==> src/rtl/mrxPkg.sv <==
package mrxPkg;
  localparam int CRC_W = 16;

  typedef enum logic [1:0] {ST_IDLE, ST_REF, ST_DATA, ST_DONE} rxState_e;

  // control -> datapath strobes
  typedef struct packed {
    logic cntRestart;
    logic cntRun;
    logic perLoad;
    logic shiftBit;
    logic frameDone;
  } rxCtrl_t;

  // datapath -> control status
  typedef struct packed {
    logic edgeSeen;
    logic refInRange;
    logic refTimeout;
    logic clkWindow;
    logic bitTimeout;
    logic lastBit;
  } rxStat_t;
endpackage

==> src/rtl/mrxControl.sv <==
module mrxControl
  import mrxPkg::*;
(
  input  logic    clk,
  input  logic    rstN,
  input  rxStat_t stat,
  output rxCtrl_t ctrl,
  output logic    busy
);
  rxState_e state, stateNx;

  always_ff @(posedge clk or negedge rstN) begin
    if (!rstN) state <= ST_IDLE;
    else       state <= stateNx;
  end

  always_comb begin
    stateNx = state;
    ctrl    = '0;
    unique case (state)
      ST_IDLE: begin
        if (stat.edgeSeen) begin
          ctrl.cntRestart = 1'b1;
          stateNx = ST_REF;
        end
      end
      ST_REF: begin
        ctrl.cntRun = 1'b1;
        if (stat.edgeSeen) begin
          if (stat.refInRange) begin
            ctrl.perLoad    = 1'b1;
            ctrl.cntRestart = 1'b1;
            stateNx = ST_DATA;
          end else begin
            stateNx = ST_IDLE;
          end
        end else if (stat.refTimeout) begin
          stateNx = ST_IDLE;
        end
      end
      ST_DATA: begin
        ctrl.cntRun = 1'b1;
        if (stat.edgeSeen && stat.clkWindow) begin
          ctrl.shiftBit   = 1'b1;
          ctrl.cntRestart = 1'b1;
          if (stat.lastBit) stateNx = ST_DONE;
        end else if (stat.bitTimeout) begin
          stateNx = ST_IDLE;
        end
      end
      ST_DONE: begin
        ctrl.frameDone = 1'b1;
        stateNx = ST_IDLE;
      end
      default: stateNx = ST_IDLE;
    endcase
  end

  assign busy = (state != ST_IDLE);
endmodule

==> src/rtl/mrxDatapath.sv <==
module mrxDatapath
  import mrxPkg::*;
#(
  parameter int          PAY_W      = 31,
  parameter int          MIN_PERIOD = 200,
  parameter int          MAX_PERIOD = 1000,
  parameter int          CNT_W      = 11,
  parameter logic [15:0] CRC_POLY   = 16'h1021,
  parameter logic [15:0] CRC_INIT   = 16'hFFFF
) (
  input  logic             clk,
  input  logic             rstN,
  input  logic             rxLine,
  input  rxCtrl_t          ctrl,
  output rxStat_t          stat,
  output logic             validOut,
  output logic             crcErr,
  output logic [PAY_W-1:0] dataOut,
  output logic [CNT_W-1:0] periodOut
);
  localparam int FRAME_W = PAY_W + CRC_W;
  localparam int IDX_W   = $clog2(FRAME_W + 1);
  localparam logic [CNT_W-1:0] MIN_C  = CNT_W'(MIN_PERIOD);
  localparam logic [CNT_W-1:0] MAX_C  = CNT_W'(MAX_PERIOD);
  localparam logic [IDX_W-1:0] LAST_I = IDX_W'(FRAME_W - 1);

  logic               lineQ;
  logic [CNT_W-1:0]   cnt;
  logic [CNT_W-1:0]   perQ;
  logic [CNT_W-1:0]   thrEarly, thrLate;
  logic [IDX_W-1:0]   bitIdx;
  logic [FRAME_W-1:0] shReg;
  logic [CRC_W-1:0]   crcCalc;
  logic               crcOk;

  function automatic logic [CRC_W-1:0] crcOf(input logic [PAY_W-1:0] d);
    logic [CRC_W-1:0] c;
    logic fb;
    c = CRC_INIT;
    for (int i = PAY_W - 1; i >= 0; i--) begin
      fb = c[CRC_W-1] ^ d[i];
      c  = {c[CRC_W-2:0], 1'b0};
      if (fb) c = c ^ CRC_POLY;
    end
    return c;
  endfunction

  // line history and interval counter
  always_ff @(posedge clk or negedge rstN) begin
    if (!rstN) begin
      lineQ <= 1'b0;
      cnt   <= '0;
    end else begin
      lineQ <= rxLine;
      if (ctrl.cntRestart)  cnt <= CNT_W'(1);
      else if (ctrl.cntRun) cnt <= cnt + CNT_W'(1);
    end
  end

  // period capture, bit index and frame shifter
  always_ff @(posedge clk or negedge rstN) begin
    if (!rstN) begin
      perQ   <= '0;
      bitIdx <= '0;
      shReg  <= '0;
    end else begin
      if (ctrl.perLoad) begin
        perQ   <= cnt;
        bitIdx <= '0;
      end else if (ctrl.shiftBit) begin
        bitIdx <= bitIdx + IDX_W'(1);
      end
      if (ctrl.shiftBit) shReg <= {shReg[FRAME_W-2:0], rxLine};
    end
  end

  assign thrEarly = perQ - (perQ >> 2);
  assign thrLate  = perQ + (perQ >> 2);
  assign crcCalc  = crcOf(shReg[FRAME_W-1:CRC_W]);
  assign crcOk    = (crcCalc == shReg[CRC_W-1:0]);

  // result registers
  always_ff @(posedge clk or negedge rstN) begin
    if (!rstN) begin
      validOut <= 1'b0;
      crcErr   <= 1'b0;
      dataOut  <= '0;
    end else begin
      validOut <= ctrl.frameDone & crcOk;
      crcErr   <= ctrl.frameDone & ~crcOk;
      if (ctrl.frameDone && crcOk) dataOut <= shReg[FRAME_W-1:CRC_W];
    end
  end

  always_comb begin
    stat.edgeSeen   = rxLine ^ lineQ;
    stat.refInRange = (cnt >= MIN_C) && (cnt <= MAX_C);
    stat.refTimeout = (cnt > MAX_C);
    stat.clkWindow  = (cnt >= thrEarly) && (cnt <= thrLate);
    stat.bitTimeout = (cnt > thrLate);
    stat.lastBit    = (bitIdx == LAST_I);
  end

  assign periodOut = perQ;
endmodule

==> src/rtl/manchesterRx.sv <==
module manchesterRx
  import mrxPkg::*;
#(
  parameter int          PAY_W      = 31,
  parameter int          MIN_PERIOD = 200,
  parameter int          MAX_PERIOD = 1000,
  parameter logic [15:0] CRC_POLY   = 16'h1021,
  parameter logic [15:0] CRC_INIT   = 16'hFFFF,
  localparam int         CNT_W      = $clog2(2 * MAX_PERIOD)
) (
  input  logic             clk,
  input  logic             rstN,
  input  logic             rxLine,
  output logic             busy,
  output logic             validOut,
  output logic             crcErr,
  output logic [PAY_W-1:0] dataOut,
  output logic [CNT_W-1:0] periodOut
);
  rxCtrl_t ctrl;
  rxStat_t stat;

  mrxControl uCtrl (
    .clk  (clk),
    .rstN (rstN),
    .stat (stat),
    .ctrl (ctrl),
    .busy (busy)
  );

  mrxDatapath #(
    .PAY_W      (PAY_W),
    .MIN_PERIOD (MIN_PERIOD),
    .MAX_PERIOD (MAX_PERIOD),
    .CNT_W      (CNT_W),
    .CRC_POLY   (CRC_POLY),
    .CRC_INIT   (CRC_INIT)
  ) uPath (
    .clk       (clk),
    .rstN      (rstN),
    .rxLine    (rxLine),
    .ctrl      (ctrl),
    .stat      (stat),
    .validOut  (validOut),
    .crcErr    (crcErr),
    .dataOut   (dataOut),
    .periodOut (periodOut)
  );
endmodule

==> config.mk <==
export PLATFORM = sky130hd
export DESIGN_NAME = manchesterRx
export DESIGN_NICKNAME = d
export VERILOG_FILES = /design/src/rtl/mrxPkg.sv /design/src/rtl/mrxControl.sv /design/src/rtl/mrxDatapath.sv /design/src/rtl/manchesterRx.sv
export SDC_FILE = /design/constraint.sdc
export NUM_CORES = 1
export LEC_CHECK = 0
export BUFFER_PORTS_ARGS = -buffer_cell sky130_fd_sc_hd__buf_2
export CORE_MARGIN = 4
export CORE_UTILIZATION = 60
export DETAILED_ROUTE_END_ITERATION = 8
export GPL_ROUTABILITY_DRIVEN = 0
export PLACE_DENSITY_LB_ADDON = 0.25
export SYNTH_ARGS = -nofsm -noshare
export SYNTH_HDL_FRONTEND = slang
export SYNTH_SLANG_ARGS = --single-unit
==> constraint.sdc <==
create_clock -name clk -period 6 [get_ports clk]
set_input_delay 0.6 -clock clk [delete_from_list [all_inputs] [get_ports clk]]
set_output_delay 0.6 -clock clk [all_outputs]
set_load 0.01 [all_outputs]
==> metrics.txt <==
pin slew with the least headroom to its limit=1.22 ns; Initial Utilization=62.1%; Seq/Total Area, Yosys=40.7%; final count of hold timing violations=0; number of clock sinks seen by CTS=111; number of global-route vias before repair=4734; share of Yosys cell area claimed by the top area cell type=40.7%; timing-limited maximum frequency=210 MHz; nature of the critical path startpoint=register; detailed-route wire length=14000 um; total setup violations reported at the end of the flow=0; Die H=115 um; Design Area, Final=7470 sq um; Max stage delay cell, worst path=sky130_fd_sc_hd__dfrtp_1; pre-CTS setup slack=1.32 ns; time the worst path needs with I/O delays and setup=4.76 ns; post-cts gate resize count=0; violation count after the first detailed-routing iteration=218; Post-Syn Nets=664; required time of the critical path=6.25 ns; share of the core filled with cells=68.0%; max-slew violations=0; Tcrit/Tclk final=79.3%; total overflow reported by the global router=0; clock tree from TritonCTS=done; top_reg_cell synth=sky130_fd_sc_hd__dfrtp_1; Post CTS Setup Buffer Count=0; CP Cell Sequence=ha_1, fa_1, nand2b_1, a21oi_1, o21ai_0, a21oi_1, nor2_1, o21bai_1, a21oi_1, nor2_1, o21ai_0, xnor2_1, ha_1, nand4_1, nor4_1, o21ai_0, or2_2, nor2_1, buf_4, mux2_2; total negative slack for setup checks=0 ns; GRT Resource Usage Total=22.9%; Root Driver=sky130_fd_sc_hd__clkbuf_16; WS Path Type=register to register; leading post-synthesis cells by cell area=sky130_fd_sc_hd__dfrtp_1 41%, sky130_fd_sc_hd__xnor2_1 10%, sky130_fd_sc_hd__ha_1 9.0%; I/O pin count=48; min-delay worst type=input pin to asynchronous set/reset pin; Antenna Nets Post-Route=0; post-placement cell area=7170 sq um; mean area per synthesized cell=11.2 sq um; critical path data arrival time=5.00 ns; buffers from clock root to sink, at most=2; end of the worst register-to-register path=uPath.shReg[36]$_DFFE_PN0P_; remaining design rule violation count=0; asr flop ratio synth=100%; total design power=1700 uW; final layout net count=707; clock edge transition at the registers on the reported setup and hold paths=0.08 ns; headroom to the max-slew limit=19.0%; VDD IR-drop max=0.000229 V; Post-Syn Area=6820 sq um; highest net fanout along the worst path=16; area of the die=13100 sq um; row count=38; final worst slack=1.24 ns; number of flops mapped to enable cells by yosys=0; relative area change from synthesis to final layout=9.54%; total of max-cap violations=0; port buffer count=47; FF+latch count, synth=111; area leader, netlist=sky130_fd_sc_hd__dfrtp_1; RSZ-0062 raised after global routing=no; first-pass GRT wire length=23500 um; Post-CTS Hold Fix Bufs=0; reg-to-reg setup timing slack=1.24 ns; via count=4511; Max stage delay on crit path=0.47 ns; insertion delay of the later-clocked pin in the worst-skew pair=0.36 ns; cells after synthesis=610; Die X-Extent=115 um; CTS H-Tree Depth=3; Worst Clk Skew=0.0112 ns; number of buffer and inverter instances along the worst setup path=1; Top delay family on crit path=simple AND/OR/NAND/NOR gates; Worst Setup End Kind=register; clock buffer count from CTS=9; count of warnings emitted by yosys=0; r2r startpoint=uPath.periodOut[2]$_DFFE_PN0P_; Worst Reg-to-Reg Cells=20; via/cell ratio=5.65; beginning of the critical path=uPath.periodOut[2]$_DFFE_PN0P_; Yosys cell types=49; run status=completed; Pwr Density=227 nW/um^2; placeable core region=11000 sq um; post-DP HPWL=10300 um; length of the first detailed-routing pass in iterations=4; Routed WL per cell=17.5 um; maximum number of pins on one net before global-route repair=59; n_diodes=0; number of antenna violations at the first check in global routing=0; static leakage power=0.00376 uW; ratio of cells with drive above 1 in the final layout=22.8%
-- routing by layer --
layer	share of wire (%)	wire length (um)	GRT usage [%]	vias to the layer above
li1	-	-	-	2174
met1	45	6290	29.8	2234
met2	50	6960	37.7	86
met3	3.2	450	4.92	17
met4	2.2	304	8.08	0
met5	0	0	0	-
-- worst max path at each step --
stage | endpoint | slack [ns] | cells past startpoint
CTS | uPath.shReg[36]$_DFFE_PN0P_ | 1.28 | 20
detailed placement | uPath.shReg[43]$_DFFE_PN0P_ | 1.32 | 20
global placement | uPath.shReg[41]$_DFFE_PN0P_ | 1.32 | 20
floorplan | uPath.shReg[32]$_DFFE_PN0P_ | 1.42 | 21
global route | uPath.shReg[43]$_DFFE_PN0P_ | 0.87 | 20
finish | uPath.shReg[36]$_DFFE_PN0P_ | 1.24 | 20
-- layout make-up --
type / count / area (sq um)
Fill cell: 821 / 3510
Sequential cell: 111 / 2780
Tap cell: 140 / 175
Timing Repair Buffer: 52 / 275
Clock inverter: 7 / 73.8
Multi-Input combinational cell: 446 / 3820
Inverter: 33 / 124
Clock buffer: 9 / 225
-- logic make-up after synthesis --
family,synth area share (%)
xor+xnor,15.5
flops,40.7
simple gates,7.50
compound gates,8.60
mux,14.8
buf+inv,3.34
fa+ha+maj,9.57
-- worst register-to-register path, stage by stage (launching register included) --
cell	delay, ns
sky130_fd_sc_hd__dfrtp_1	0.47
sky130_fd_sc_hd__ha_1	0.25
sky130_fd_sc_hd__fa_1	0.41
sky130_fd_sc_hd__nand2b_1	0.09
sky130_fd_sc_hd__a21oi_1	0.09
sky130_fd_sc_hd__o21ai_0	0.20
sky130_fd_sc_hd__a21oi_1	0.10
sky130_fd_sc_hd__nor2_1	0.17
sky130_fd_sc_hd__o21bai_1	0.09
sky130_fd_sc_hd__a21oi_1	0.23
sky130_fd_sc_hd__nor2_1	0.06
sky130_fd_sc_hd__o21ai_0	0.18
sky130_fd_sc_hd__xnor2_1	0.10
sky130_fd_sc_hd__ha_1	0.32
sky130_fd_sc_hd__nand4_1	0.10
sky130_fd_sc_hd__nor4_1	0.36
sky130_fd_sc_hd__o21ai_0	0.25
sky130_fd_sc_hd__or2_2	0.39
sky130_fd_sc_hd__nor2_1	0.12
sky130_fd_sc_hd__buf_4	0.26
sky130_fd_sc_hd__mux2_2	0.39
-- sequential cells by signal, indices dropped and copies added (netlist names) --
name and count:
uPath.crcErr 1, uPath.periodOut 11, uPath.lineQ 1, uPath.shReg 47
uPath.bitIdx 6, uPath.validOut 1, uPath.cnt 11, uPath.dataOut 31
uCtrl.state 2
-- cell usage after synthesis (2+ instances only) --
library cell,instances
sky130_fd_sc_hd__a211oi_1,4
sky130_fd_sc_hd__a21o_1,4
sky130_fd_sc_hd__a21oi_1,32
sky130_fd_sc_hd__a31oi_1,2
sky130_fd_sc_hd__and2_1,2
sky130_fd_sc_hd__and3_1,5
sky130_fd_sc_hd__buf_2,5
sky130_fd_sc_hd__buf_6,3
sky130_fd_sc_hd__clkbuf_1,12
sky130_fd_sc_hd__dfrtp_1,111
sky130_fd_sc_hd__fa_1,2
sky130_fd_sc_hd__ha_1,49
sky130_fd_sc_hd__inv_1,33
sky130_fd_sc_hd__mux2_2,45
sky130_fd_sc_hd__mux2_4,30
sky130_fd_sc_hd__mux2i_1,4
sky130_fd_sc_hd__nand2_1,38
sky130_fd_sc_hd__nand2b_1,10
sky130_fd_sc_hd__nand3_1,10
sky130_fd_sc_hd__nand4_1,6
sky130_fd_sc_hd__nor2_1,14
sky130_fd_sc_hd__nor2b_1,4
sky130_fd_sc_hd__nor3_1,3
sky130_fd_sc_hd__nor3b_1,2
sky130_fd_sc_hd__o211ai_1,2
sky130_fd_sc_hd__o21a_1,9
sky130_fd_sc_hd__o21ai_0,26
sky130_fd_sc_hd__o21bai_1,7
sky130_fd_sc_hd__o311ai_0,3
sky130_fd_sc_hd__o31ai_1,2
sky130_fd_sc_hd__or3_1,2
sky130_fd_sc_hd__xnor2_1,81
sky130_fd_sc_hd__xnor2_2,3
sky130_fd_sc_hd__xnor3_1,2
sky130_fd_sc_hd__xor2_1,29
-- power breakdown --
part,total [uW],switching (uW),internal (uW)
Combinational,290,163,127
Clock,600,304,296
Sequential,807,38.6,768
Total,1700,506,1190
-- metrics by stage --
step	hold slack, ns	cells
final	0.268	798
after global routing	0.324	798
after CTS	0.293	798
after detailed placement	0.487	782
after global placement	0.472	782
after floorplan	0.304	610
-- layout by cell type (no fill, tap or decap), types with 5 or more instances in the layout --
| master | instances |
|---|---|
| sky130_fd_sc_hd__dfrtp_1 | 111 |
| sky130_fd_sc_hd__xnor2_1 | 81 |
| sky130_fd_sc_hd__ha_1 | 49 |
| sky130_fd_sc_hd__buf_2 | 46 |
| sky130_fd_sc_hd__mux2_2 | 45 |
| sky130_fd_sc_hd__nand2_1 | 38 |
| sky130_fd_sc_hd__inv_1 | 33 |
| sky130_fd_sc_hd__a21oi_1 | 32 |
| sky130_fd_sc_hd__mux2_4 | 30 |
| sky130_fd_sc_hd__xor2_1 | 29 |
| sky130_fd_sc_hd__o21ai_0 | 26 |
| sky130_fd_sc_hd__nor2_1 | 14 |
| sky130_fd_sc_hd__nand2b_1 | 10 |
| sky130_fd_sc_hd__nand3_1 | 10 |
| sky130_fd_sc_hd__o21a_1 | 9 |
| sky130_fd_sc_hd__clkbuf_16 | 9 |
| sky130_fd_sc_hd__o21bai_1 | 7 |
| sky130_fd_sc_hd__nand4_1 | 6 |
| sky130_fd_sc_hd__buf_4 | 6 |
| sky130_fd_sc_hd__and3_1 | 5 |
Power figures use the tool's default switching activity.
